File: config.mk
export PLATFORM = sky130hd
export DESIGN_NAME = dma_req_timeout
export DESIGN_NICKNAME = d
export VERILOG_FILES = /design/src/rtl/dma_tmo_pkg.sv /design/src/rtl/dma_tmo_prescale.sv /design/src/rtl/dma_tmo_period.sv /design/src/rtl/dma_tmo_ctrl.sv /design/src/rtl/dma_req_timeout.sv
export SDC_FILE = /design/constraint.sdc
export NUM_CORES = 1
export LEC_CHECK = 0
export CORE_MARGIN = 2
export CORE_UTILIZATION = 54
export CTS_BUF_LIST = sky130_fd_sc_hd__clkbuf_8
export DETAILED_ROUTE_END_ITERATION = 8
export PLACE_DENSITY = 0.9
export SKIP_CTS_REPAIR_TIMING = 1
export SYNTH_ARGS = -nofsm -noshare
export SYNTH_HDL_FRONTEND = slang
export SYNTH_SLANG_ARGS = --single-unit
File: constraint.sdc
create_clock -name clk_i -period 2.2 [get_ports clk_i]
set_input_delay 0.66 -clock clk_i [delete_from_list [all_inputs] [get_ports clk_i]]
set_output_delay 0.66 -clock clk_i [all_outputs]
set_load 0.02 [all_outputs]
File: src/rtl/dma_tmo_pkg.sv
package dma_tmo_pkg;

  typedef enum logic [1:0] {
    PSC_OFF   = 2'd0,
    PSC_DIV_A = 2'd1,
    PSC_DIV_B = 2'd2,
    PSC_DIV_C = 2'd3
  } psc_sel_e;

  function automatic int unsigned max3(int unsigned a, int unsigned b, int unsigned c);
    int unsigned m;
    m = (a > b) ? a : b;
    return (m > c) ? m : c;
  endfunction

endpackage

File: src/rtl/dma_tmo_prescale.sv
module dma_tmo_prescale #(
  parameter int unsigned PSC_LOG2_A = 8,
  parameter int unsigned PSC_LOG2_B = 16,
  parameter int unsigned PSC_LOG2_C = 24
) (
  input  logic       clk_i,
  input  logic       rst_ni,
  input  logic       clr_i,
  input  logic [1:0] sel_i,
  output logic       tick_o
);
  import dma_tmo_pkg::*;

  localparam int unsigned CNT_W = max3(PSC_LOG2_A, PSC_LOG2_B, PSC_LOG2_C);
  localparam int unsigned LOG2_TAB [4] = '{0, PSC_LOG2_A, PSC_LOG2_B, PSC_LOG2_C};

  logic [CNT_W-1:0] cnt_q;
  logic [3:0]       term;

  assign term[0] = 1'b0;

  // one terminal decode per ratio: low bits all ones
  for (genvar k = 1; k < 4; k++) begin : g_term
    assign term[k] = &cnt_q[LOG2_TAB[k]-1:0];
  end

  assign tick_o = !clr_i && term[sel_i];

  always_ff @(posedge clk_i or negedge rst_ni) begin
    if (!rst_ni)     cnt_q <= '0;
    else if (clr_i)  cnt_q <= '0;
    else if (tick_o) cnt_q <= '0;
    else             cnt_q <= cnt_q + 1'b1;
  end

endmodule

File: src/rtl/dma_tmo_period.sv
module dma_tmo_period #(
  parameter int unsigned SEL_W     = 3,
  parameter int unsigned BASE_LOG2 = 2
) (
  input  logic             clk_i,
  input  logic             rst_ni,
  input  logic             clr_i,
  input  logic             tick_i,
  input  logic [SEL_W-1:0] sel_i,
  output logic             expire_o
);
  localparam int unsigned N_SEL = 2 ** SEL_W;
  localparam int unsigned CNT_W = BASE_LOG2 + N_SEL - 1;

  logic [CNT_W-1:0] cnt_q;
  logic [N_SEL-1:0] term;

  // window of 2^(BASE_LOG2+s) ticks ends when the low bits are all ones
  for (genvar s = 0; s < N_SEL; s++) begin : g_term
    assign term[s] = &cnt_q[BASE_LOG2+s-1:0];
  end

  assign expire_o = !clr_i && tick_i && term[sel_i];

  always_ff @(posedge clk_i or negedge rst_ni) begin
    if (!rst_ni)       cnt_q <= '0;
    else if (clr_i)    cnt_q <= '0;
    else if (expire_o) cnt_q <= '0;
    else if (tick_i)   cnt_q <= cnt_q + 1'b1;
  end

endmodule

File: src/rtl/dma_tmo_ctrl.sv
module dma_tmo_ctrl (
  input  logic       clk_i,
  input  logic       rst_ni,
  input  logic       en_i,
  input  logic [1:0] psc_sel_i,
  input  logic       wait_mode_i,
  input  logic       req_i,
  input  logic       flag_clr_i,
  input  logic       expire_i,
  output logic       cnt_clr_o,
  output logic       flag_o,
  output logic       req_seen_o
);
  import dma_tmo_pkg::*;

  logic timer_on;
  logic armed;

  assign timer_on  = en_i && (psc_sel_e'(psc_sel_i) != PSC_OFF);
  assign armed     = !wait_mode_i || req_seen_o;
  // counters sit at zero unless a window is actually open
  assign cnt_clr_o = !timer_on || flag_o || req_i || !armed;

  always_ff @(posedge clk_i or negedge rst_ni) begin
    if (!rst_ni)    req_seen_o <= 1'b0;
    else if (!en_i) req_seen_o <= 1'b0;
    else if (req_i) req_seen_o <= 1'b1;
  end

  always_ff @(posedge clk_i or negedge rst_ni) begin
    if (!rst_ni)         flag_o <= 1'b0;
    else if (expire_i)   flag_o <= 1'b1;
    else if (flag_clr_i) flag_o <= 1'b0;
  end

endmodule

File: src/rtl/dma_req_timeout.sv
module dma_req_timeout #(
  parameter int unsigned PSC_LOG2_A = 8,
  parameter int unsigned PSC_LOG2_B = 16,
  parameter int unsigned PSC_LOG2_C = 24,
  parameter int unsigned PER_SEL_W  = 3,
  parameter int unsigned PER_BASE   = 2
) (
  input  logic                 clk_i,
  input  logic                 rst_ni,
  input  logic                 en_i,
  input  logic [1:0]           psc_sel_i,
  input  logic [PER_SEL_W-1:0] per_sel_i,
  input  logic                 wait_mode_i,
  input  logic                 req_i,
  input  logic                 flag_clr_i,
  input  logic                 irq_en_i,
  output logic                 tmo_flag_o,
  output logic                 irq_o
);

  logic cnt_clr;
  logic tick;
  logic expire;
  logic req_seen;

  dma_tmo_ctrl u_ctrl (
    .clk_i       (clk_i),
    .rst_ni      (rst_ni),
    .en_i        (en_i),
    .psc_sel_i   (psc_sel_i),
    .wait_mode_i (wait_mode_i),
    .req_i       (req_i),
    .flag_clr_i  (flag_clr_i),
    .expire_i    (expire),
    .cnt_clr_o   (cnt_clr),
    .flag_o      (tmo_flag_o),
    .req_seen_o  (req_seen)
  );

  dma_tmo_prescale #(
    .PSC_LOG2_A (PSC_LOG2_A),
    .PSC_LOG2_B (PSC_LOG2_B),
    .PSC_LOG2_C (PSC_LOG2_C)
  ) u_psc (
    .clk_i  (clk_i),
    .rst_ni (rst_ni),
    .clr_i  (cnt_clr),
    .sel_i  (psc_sel_i),
    .tick_o (tick)
  );

  dma_tmo_period #(
    .SEL_W     (PER_SEL_W),
    .BASE_LOG2 (PER_BASE)
  ) u_per (
    .clk_i    (clk_i),
    .rst_ni   (rst_ni),
    .clr_i    (cnt_clr),
    .tick_i   (tick),
    .sel_i    (per_sel_i),
    .expire_o (expire)
  );

  assign irq_o = tmo_flag_o && irq_en_i;

endmodule

==> flow_summary.json, run 1 <==
{
  "status": "finished, violations left",
  "violations": "negative setup slack",
  "ios": 14,
  "syn_area_um2": 1838,
  "synth_seq_area_share_pct": 47.65,
  "ys.flop_type": "dfrtp_1",
  "setup_violations": 10,
  "first_global_vias": 1637,
  "hold_depth": 1,
  "p_leak_uw": 0.001070,
  "die-area_um2": 3886,
  "relSlewSlack_pct": 50.21,
  "drt_iter0_markers": 112,
  "grt_remaining_overflow": 0,
  "p_per_area_nw_per_um2": 561.6,
  "final_cell_mix": "35 x dfrtp_1, 29 x nor2_1, 23 x buf_4",
  "clock_sinks": 35,
  "cts-buffers-inserted": 5,
  "ant_nets": 0,
  "antenna_found_initial": 0,
  "syn_nets": 197,
  "clk_latency_ns": 0.30,
  "die_h_um": 62.34,
  "core_area_um2": 3311,
  "r2r_cells": 10,
  "drive_gt1_share_pct": 20.54,
  "vdd_ir_drop_max_uv": 475.4,
  "skew_ns": 0.01433,
  "max_slew.worst_pin.slew_ns": 0.7412,
  "grt_usage_pct": 23.71,
  "yosysWarningCount": 0,
  "setup_tns_ns": -1.670,
  "crit_type": "reg -> reg",
  "synth_seq_cells": 35,
  "period_share_pct": 109.0,
  "hp-class": "reg -> reg",
  "finalPower_uw": 1338,
  "synth-async-reset-ratio_pct": 100.0,
  "wl_um": 4669,
  "drc_errors": 0,
  "grt_pass1_wl_um": 7245,
  "regToRegSetupSlack_ns": -0.20,
  "vias": 1612,
  "grt_setup_unrepaired": "true",
  "synthCells": 180,
  "path_clk_slew_ns": 0.07,
  "cap_violations": 0,
  "grt_max_degree": 36,
  "initial_core_util_pct": 55.52,
  "worstReg2RegEnd": "u_per.cnt_q[3]",
  "area_delta_synth_final_pct": 29.61,
  "drt_first_pass_iters": 4,
  "worst_hold_slack_ns": 0.4891,
  "clk_path_buf_depth": 2,
  "post_drt_wl_per_cell_um": 17.29,
  "layout.cells.most_common": "dfrtp_1",
  "hpwl_um": 2894,
  "cts-htree-levels": 2,
  "worstHoldStart": "u_ctrl.req_seen_o",
  "gp_congestion": 0.8706,
  "holdPathEnd": "u_ctrl.req_seen_o",
  "portBuffers": 13,
  "cp.arrival_ns": 2.63,
  "slew_violations": 0,
  "placementRows": 21,
  "rr_startpoint": "u_per.cnt_q[0]",
  "nets": 240,
  "synth.distinct_cells": 37,
  "required_ns": 2.43,
  "ctsRootBufferMaster": "clkbuf_8",
  "start_kind": "register",
  "worstPathMaxFanout": 6,
  "final_hold_viol_count": 0,
  "dp_slack_ns": -0.3813,
  "end_kind": "register",
  "dieWidth_um": 62.34,
  "min_period_ns": 2.399,
  "synth_area_per_cell_um2": 10.21,
  "fin_ws_ns": -0.1987,
  "synth-edff-count": 0,
  "viasPerCell": 5.970,
  "max_freq_ghz": 0.4169,
  "tritoncts": "done",
  "antenna_cells": 0
}
[final cells by class]
type	count	area [um^2]
Clock buffer	5	68.82
Inverter	4	15.01
Multi-Input combinational cell	139	989.7
Clock inverter	3	47.55
Fill cell	211	928.4
Tap cell	46	57.56
Sequential cell	35	875.8
Timing Repair Buffer	38	327.8
[logic make-up after synthesis]
logic type / count (synthesis) / synth area share, %
fa+ha+maj: 5 / 3.404
compound gates: 26 / 11.85
buf+inv: 6 / 1.225
xor+xnor: 21 / 10.01
mux: 2 / 1.361
flops: 35 / 47.65
simple gates: 85 / 24.51
[synth_stat cells, types with 4 or more instances]
master	n	area [um^2]
nand2_1	12	45.04
dfrtp_1	35	875.8
nand3_1	8	40.04
nand2b_1	4	25.02
inv_1	4	15.01
nand4_1	5	31.28
nor2_1	29	108.9
and3_1	9	56.30
xor2_1	16	140.1
o31ai_1	4	30.03
and4_1	4	35.03
a22o_1	8	70.07
xnor2_1	5	43.79
ha_1	5	62.56
[report_power, final]
part	leakage, uW	switching, uW	internal [uW]
sequential	0.000487	1.76	645
clock	0.0000587	258	343
combinational	0.000524	48.3	41.6
total	0.00107	308	1030
[critical path, stage by stage (launching register included)]
cell and delay, ns:
dfrtp_1 0.39, ha_2 0.19, and3_4 0.15, and3_4 0.18, and3_4 0.18, ha_4 0.14, and4_1 0.13, a311o_2 0.46
nor3_4 0.20, buf_4 0.17, a22o_1 0.13
[worst max-delay path by stage]
stage,slack [ns],to,depth (start not counted),startpoint
global placement,-0.34,u_per.cnt_q[0],7,per_sel_i[0]
detailed placement,-0.38,u_per.cnt_q[0],7,per_sel_i[0]
floorplan,-0.10,u_per.cnt_q[0],9,u_per.cnt_q[0]
global route,-0.27,u_per.cnt_q[3],9,u_per.cnt_q[0]
finish,-0.20,u_per.cnt_q[3],10,u_per.cnt_q[0]
CTS,-0.31,irq_o,3,irq_en_i
[flip-flops by register name, indices dropped and copies added (netlist names)]
register and flops:
u_psc.cnt_q 24, u_per.cnt_q 9, u_ctrl.flag_o 1, u_ctrl.req_seen_o 1
[stage by stage]
step	util [%]	instance area [um^2]	cells
detailed placement	66.63	2206	258
global placement	66.63	2206	258
CTS	70.14	2322	266
global route	71.96	2382	270
finish	71.96	2382	270
floorplan	-	1868	180
[layer usage]
| metal | track usage [%] | part of all wire (%) | wire length (um) | vias to the layer above |
|---|---|---|---|---|
| li1 | - | - | - | 733 |
| met1 | 29.57 | 41 | 1916 | 785 |
| met2 | 39.95 | 49 | 2307 | 69 |
| met3 | 4.710 | 5.4 | 250 | 25 |
| met4 | 10.83 | 4.2 | 195 | 0 |
| met5 | 0 | 0 | 0 | - |
Note: power is estimated with default switching activity, not from simulation.
==> run 2: changes to the inputs <==
--- a/config.mk
+++ b/config.mk
@@ -5,12 +5,14 @@
 export SDC_FILE = /design/constraint.sdc
 export NUM_CORES = 1
 export LEC_CHECK = 0
+export CAP_MARGIN = 40
 export CORE_MARGIN = 2
 export CORE_UTILIZATION = 54
 export CTS_BUF_LIST = sky130_fd_sc_hd__clkbuf_8
 export DETAILED_ROUTE_END_ITERATION = 8
 export PLACE_DENSITY = 0.9
 export SKIP_CTS_REPAIR_TIMING = 1
+export SLEW_MARGIN = 20
 export SYNTH_ARGS = -nofsm -noshare
 export SYNTH_HDL_FRONTEND = slang
 export SYNTH_SLANG_ARGS = --single-unit
==> results of run 2 <==
No change in the layout: final DEF, timing and power equal those of run 1.
==> run 3: changes to the inputs <==
--- a/config.mk
+++ b/config.mk
@@ -6,13 +6,14 @@
 export NUM_CORES = 1
 export LEC_CHECK = 0
 export CAP_MARGIN = 40
-export CORE_MARGIN = 2
-export CORE_UTILIZATION = 54
+export CORE_MARGIN = 8
+export CORE_UTILIZATION = 61
 export CTS_BUF_LIST = sky130_fd_sc_hd__clkbuf_8
 export DETAILED_ROUTE_END_ITERATION = 8
-export PLACE_DENSITY = 0.9
+export PLACE_DENSITY = 0.94
 export SKIP_CTS_REPAIR_TIMING = 1
 export SLEW_MARGIN = 20
 export SYNTH_ARGS = -nofsm -noshare
 export SYNTH_HDL_FRONTEND = slang
+export SYNTH_HIERARCHICAL = 1
 export SYNTH_SLANG_ARGS = --single-unit
==> constraint.sdc (replaced) <==
create_clock -name clk_i -period 2.7 [get_ports clk_i]
set_input_delay 0.81 -clock clk_i [delete_from_list [all_inputs] [get_ports clk_i]]
set_output_delay 0.81 -clock clk_i [all_outputs]
set_load 0.02 [all_outputs]
==> run 3 against run 2 <==
The run now ends clean; worst hold slack got worse by 0.013 ns; critical path depth unchanged; highest routed layer unchanged; non-clock buffer count decreased by 8; critical path type unchanged.
==> flow_summary.json, run 3 <==
{
  "max_slew.worst_pin.slew_ns": 0.5666,
  "grt_max_degree": 36,
  "status": "completed",
  "regMostFlops": "u_psc/cnt_q",
  "min_period_ns": 2.624,
  "start_kind": "register",
  "synth-async-reset-ratio_pct": 100.0,
  "fillers": 235,
  "yosysWarningCount": 6,
  "grt_remaining_overflow": 0,
  "placementRows": 21,
  "slew_violations": 0,
  "vias": 1849,
  "nets": 271,
  "rr_startpoint": "u_psc/cnt_q[1]",
  "core_area_um2": 3258,
  "syn_nets": 243,
  "period_share_pct": 97.20,
  "synth.distinct_cells": 46,
  "setup_tns_ns": 0,
  "cts-buffers-inserted": 5,
  "end_kind": "register",
  "path_clk_slew_ns": 0.07,
  "clk_path_buf_depth": 2,
  "initial_core_util_pct": 62.14,
  "yosysTopAreaCellShare_pct": 43.26,
  "die_h_um": 73.61,
  "synth-edff-count": 0,
  "synth_compound_area_share_pct": 13.04,
  "regToRegSetupSlack_ns": 0.08,
  "p_leak_uw": 0.0009914,
  "relSlewSlack_pct": 62.23,
  "cts-htree-levels": 2,
  "synth.largest_area_cell": "dfrtp_1",
  "wl_um": 4704,
  "register_area_um2": 875.8,
  "vdd_ir_drop_max_uv": 250.7,
  "worstPathMaxFanout": 4,
  "cap_violations": 0,
  "final_hold_viol_count": 0,
  "drc_errors": 0,
  "crit_type": "reg -> reg",
  "ant_nets": 0,
  "grt_pass1_wl_um": 7748,
  "antenna_cells": 0,
  "dieWidth_um": 73.61,
  "synthAdderAreaFrac_pct": 3.090,
  "drive_gt1_share_pct": 14.51,
  "hold_depth": 1,
  "cp.arrival_ns": 2.85,
  "grt_usage_pct": 18.37,
  "hp-class": "reg -> reg",
  "ios": 14,
  "synth-simple-area-share_pct": 29.60,
  "worstHoldStart": "u_ctrl/req_seen_o",
  "area_delta_synth_final_pct": 19.96,
  "post_drt_wl_per_cell_um": 15.63,
  "drt_first_pass_iters": 5,
  "layout.cells.most_common": "dfrtp_1",
  "ctsRootBufferMaster": "clkbuf_8",
  "ys.flop_type": "dfrtp_1",
  "synthCells": 226,
  "first_global_vias": 1756,
  "top_regs": "u_psc/cnt_q (24), u_per/cnt_q (9)",
  "synth_xor_area_share_pct": 5.624,
  "synthMuxAreaShare_pct": 0.5562,
  "portBuffers": 13,
  "multi_input_area_um2": 1085,
  "setup_violations": 0,
  "max_freq_ghz": 0.3810,
  "final_cell_mix": "35 x dfrtp_1, 24 x nor2_1, 23 x nand2_1",
  "largest_reg_flops": 24,
  "synth_common_cells": "35 x dfrtp_1, 24 x nor2_1, 23 x nand2_1, 18 x a21oi_1, 12 x nand3_1",
  "syn_area_um2": 2024,
  "required_ns": 2.93,
  "fin_util_pct": 74.54,
  "synth_seq_area_share_pct": 43.26,
  "viasPerCell": 6.143,
  "antenna_found_initial": 0,
  "clk_latency_ns": 0.29,
  "synth_top_family_by_area": "simple AND/OR/NAND/NOR gates",
  "holdPathEnd": "u_ctrl/req_seen_o",
  "worstReg2RegEnd": "u_per/cnt_q[6]",
  "r2r_cells": 10,
  "yosysMostFrequentCell": "dfrtp_1",
  "drt_iter0_markers": 173,
  "synth_seq_cells": 35,
  "gp_congestion": 0.8711,
  "tritoncts": "done",
  "hpwl_um": 3185,
  "p_per_area_nw_per_um2": 414.6,
  "synth_area_per_cell_um2": 8.958,
  "skew_ns": 0.005313,
  "synthTopCellsByArea": "dfrtp_1 43%, xnor2_1 4.8%, a21oi_1 4.4%",
  "clock_sinks": 35,
  "die-area_um2": 5418
}
==> run 3: critical path, stage by stage (launching register included) <==
cell      delay, ns
dfrtp_1        0.43
ha_4           0.19
nand4_4        0.10
or4_1          0.58
nand2b_1       0.21
a21oi_4        0.15
inv_2          0.05
or4_1          0.54
nand2_1        0.09
a32oi_1        0.10
nor2_1         0.13
==> run 3: final cells by class <==
cell class / count / area share, %
inverter: 12 / 1.855
tap: 46 / 2.370
sequential: 35 / 36.06
timing repair buffer: 30 / 10.92
clock inverter: 1 / 0.1546
multi-input combinational: 170 / 44.67
clock buffer: 7 / 3.967
==> run 3: logic make-up after synthesis <==
kind of cell | after synthesis
xor+xnor | 13
simple gates | 109
buf+inv | 21
mux | 1
flops | 35
compound gates | 42
fa+ha+maj | 5
==> run 3: per-stage QoR <==
stage | instances | cell area, um^2 | power, uW | setup WS (ns) | hold WS (ns)
6_report | 301 | 2429 | 1007 | 0.07555 | 0.4760
5_1_grt | 301 | 2429 | 1048 | -0.02306 | 0.4873
4_1_cts | 301 | 2400 | 1017 | -0.1009 | 0.4786
3_5_place_dp | 293 | 2300 | 602.9 | -0.2936 | 0.4632
3_3_place_gp | 293 | 2300 | 601.4 | -0.2556 | 0.4549
2_1_floorplan | 226 | 2037 | 558.2 | 0.008010 | 0.4425
==> run 3: worst max-delay path by stage <==
stage	start	endpoint	slack [ns]	cells after the start
6_report	u_psc/cnt_q[1]	u_per/cnt_q[6]	0.08	10
5_1_grt	u_psc/cnt_q[1]	u_per/cnt_q[6]	-0.02	10
4_1_cts	irq_en_i	irq_o	-0.10	3
3_5_place_dp	psc_sel_i[0]	u_per/cnt_q[6]	-0.29	9
3_3_place_gp	psc_sel_i[0]	u_per/cnt_q[6]	-0.26	9
2_1_floorplan	u_psc/cnt_q[0]	u_per/cnt_q[6]	0.008	12
==> run 3: metal layers <==
layer  track usage (%)  share of wire, %
met1             20.95                42
met2             30.31                50
met3             5.457               6.5
met4             9.313               1.6
met5                 0                 0
==> run 3: where the power goes <==
part	internal [uW]	switching, uW	leakage, uW	total [uW]
clock network	229	185	0.0000557	414
registers	526	1.46	0.000487	528
logic	30.2	35.2	0.000449	65.4
total	785	222	0.000991	1010
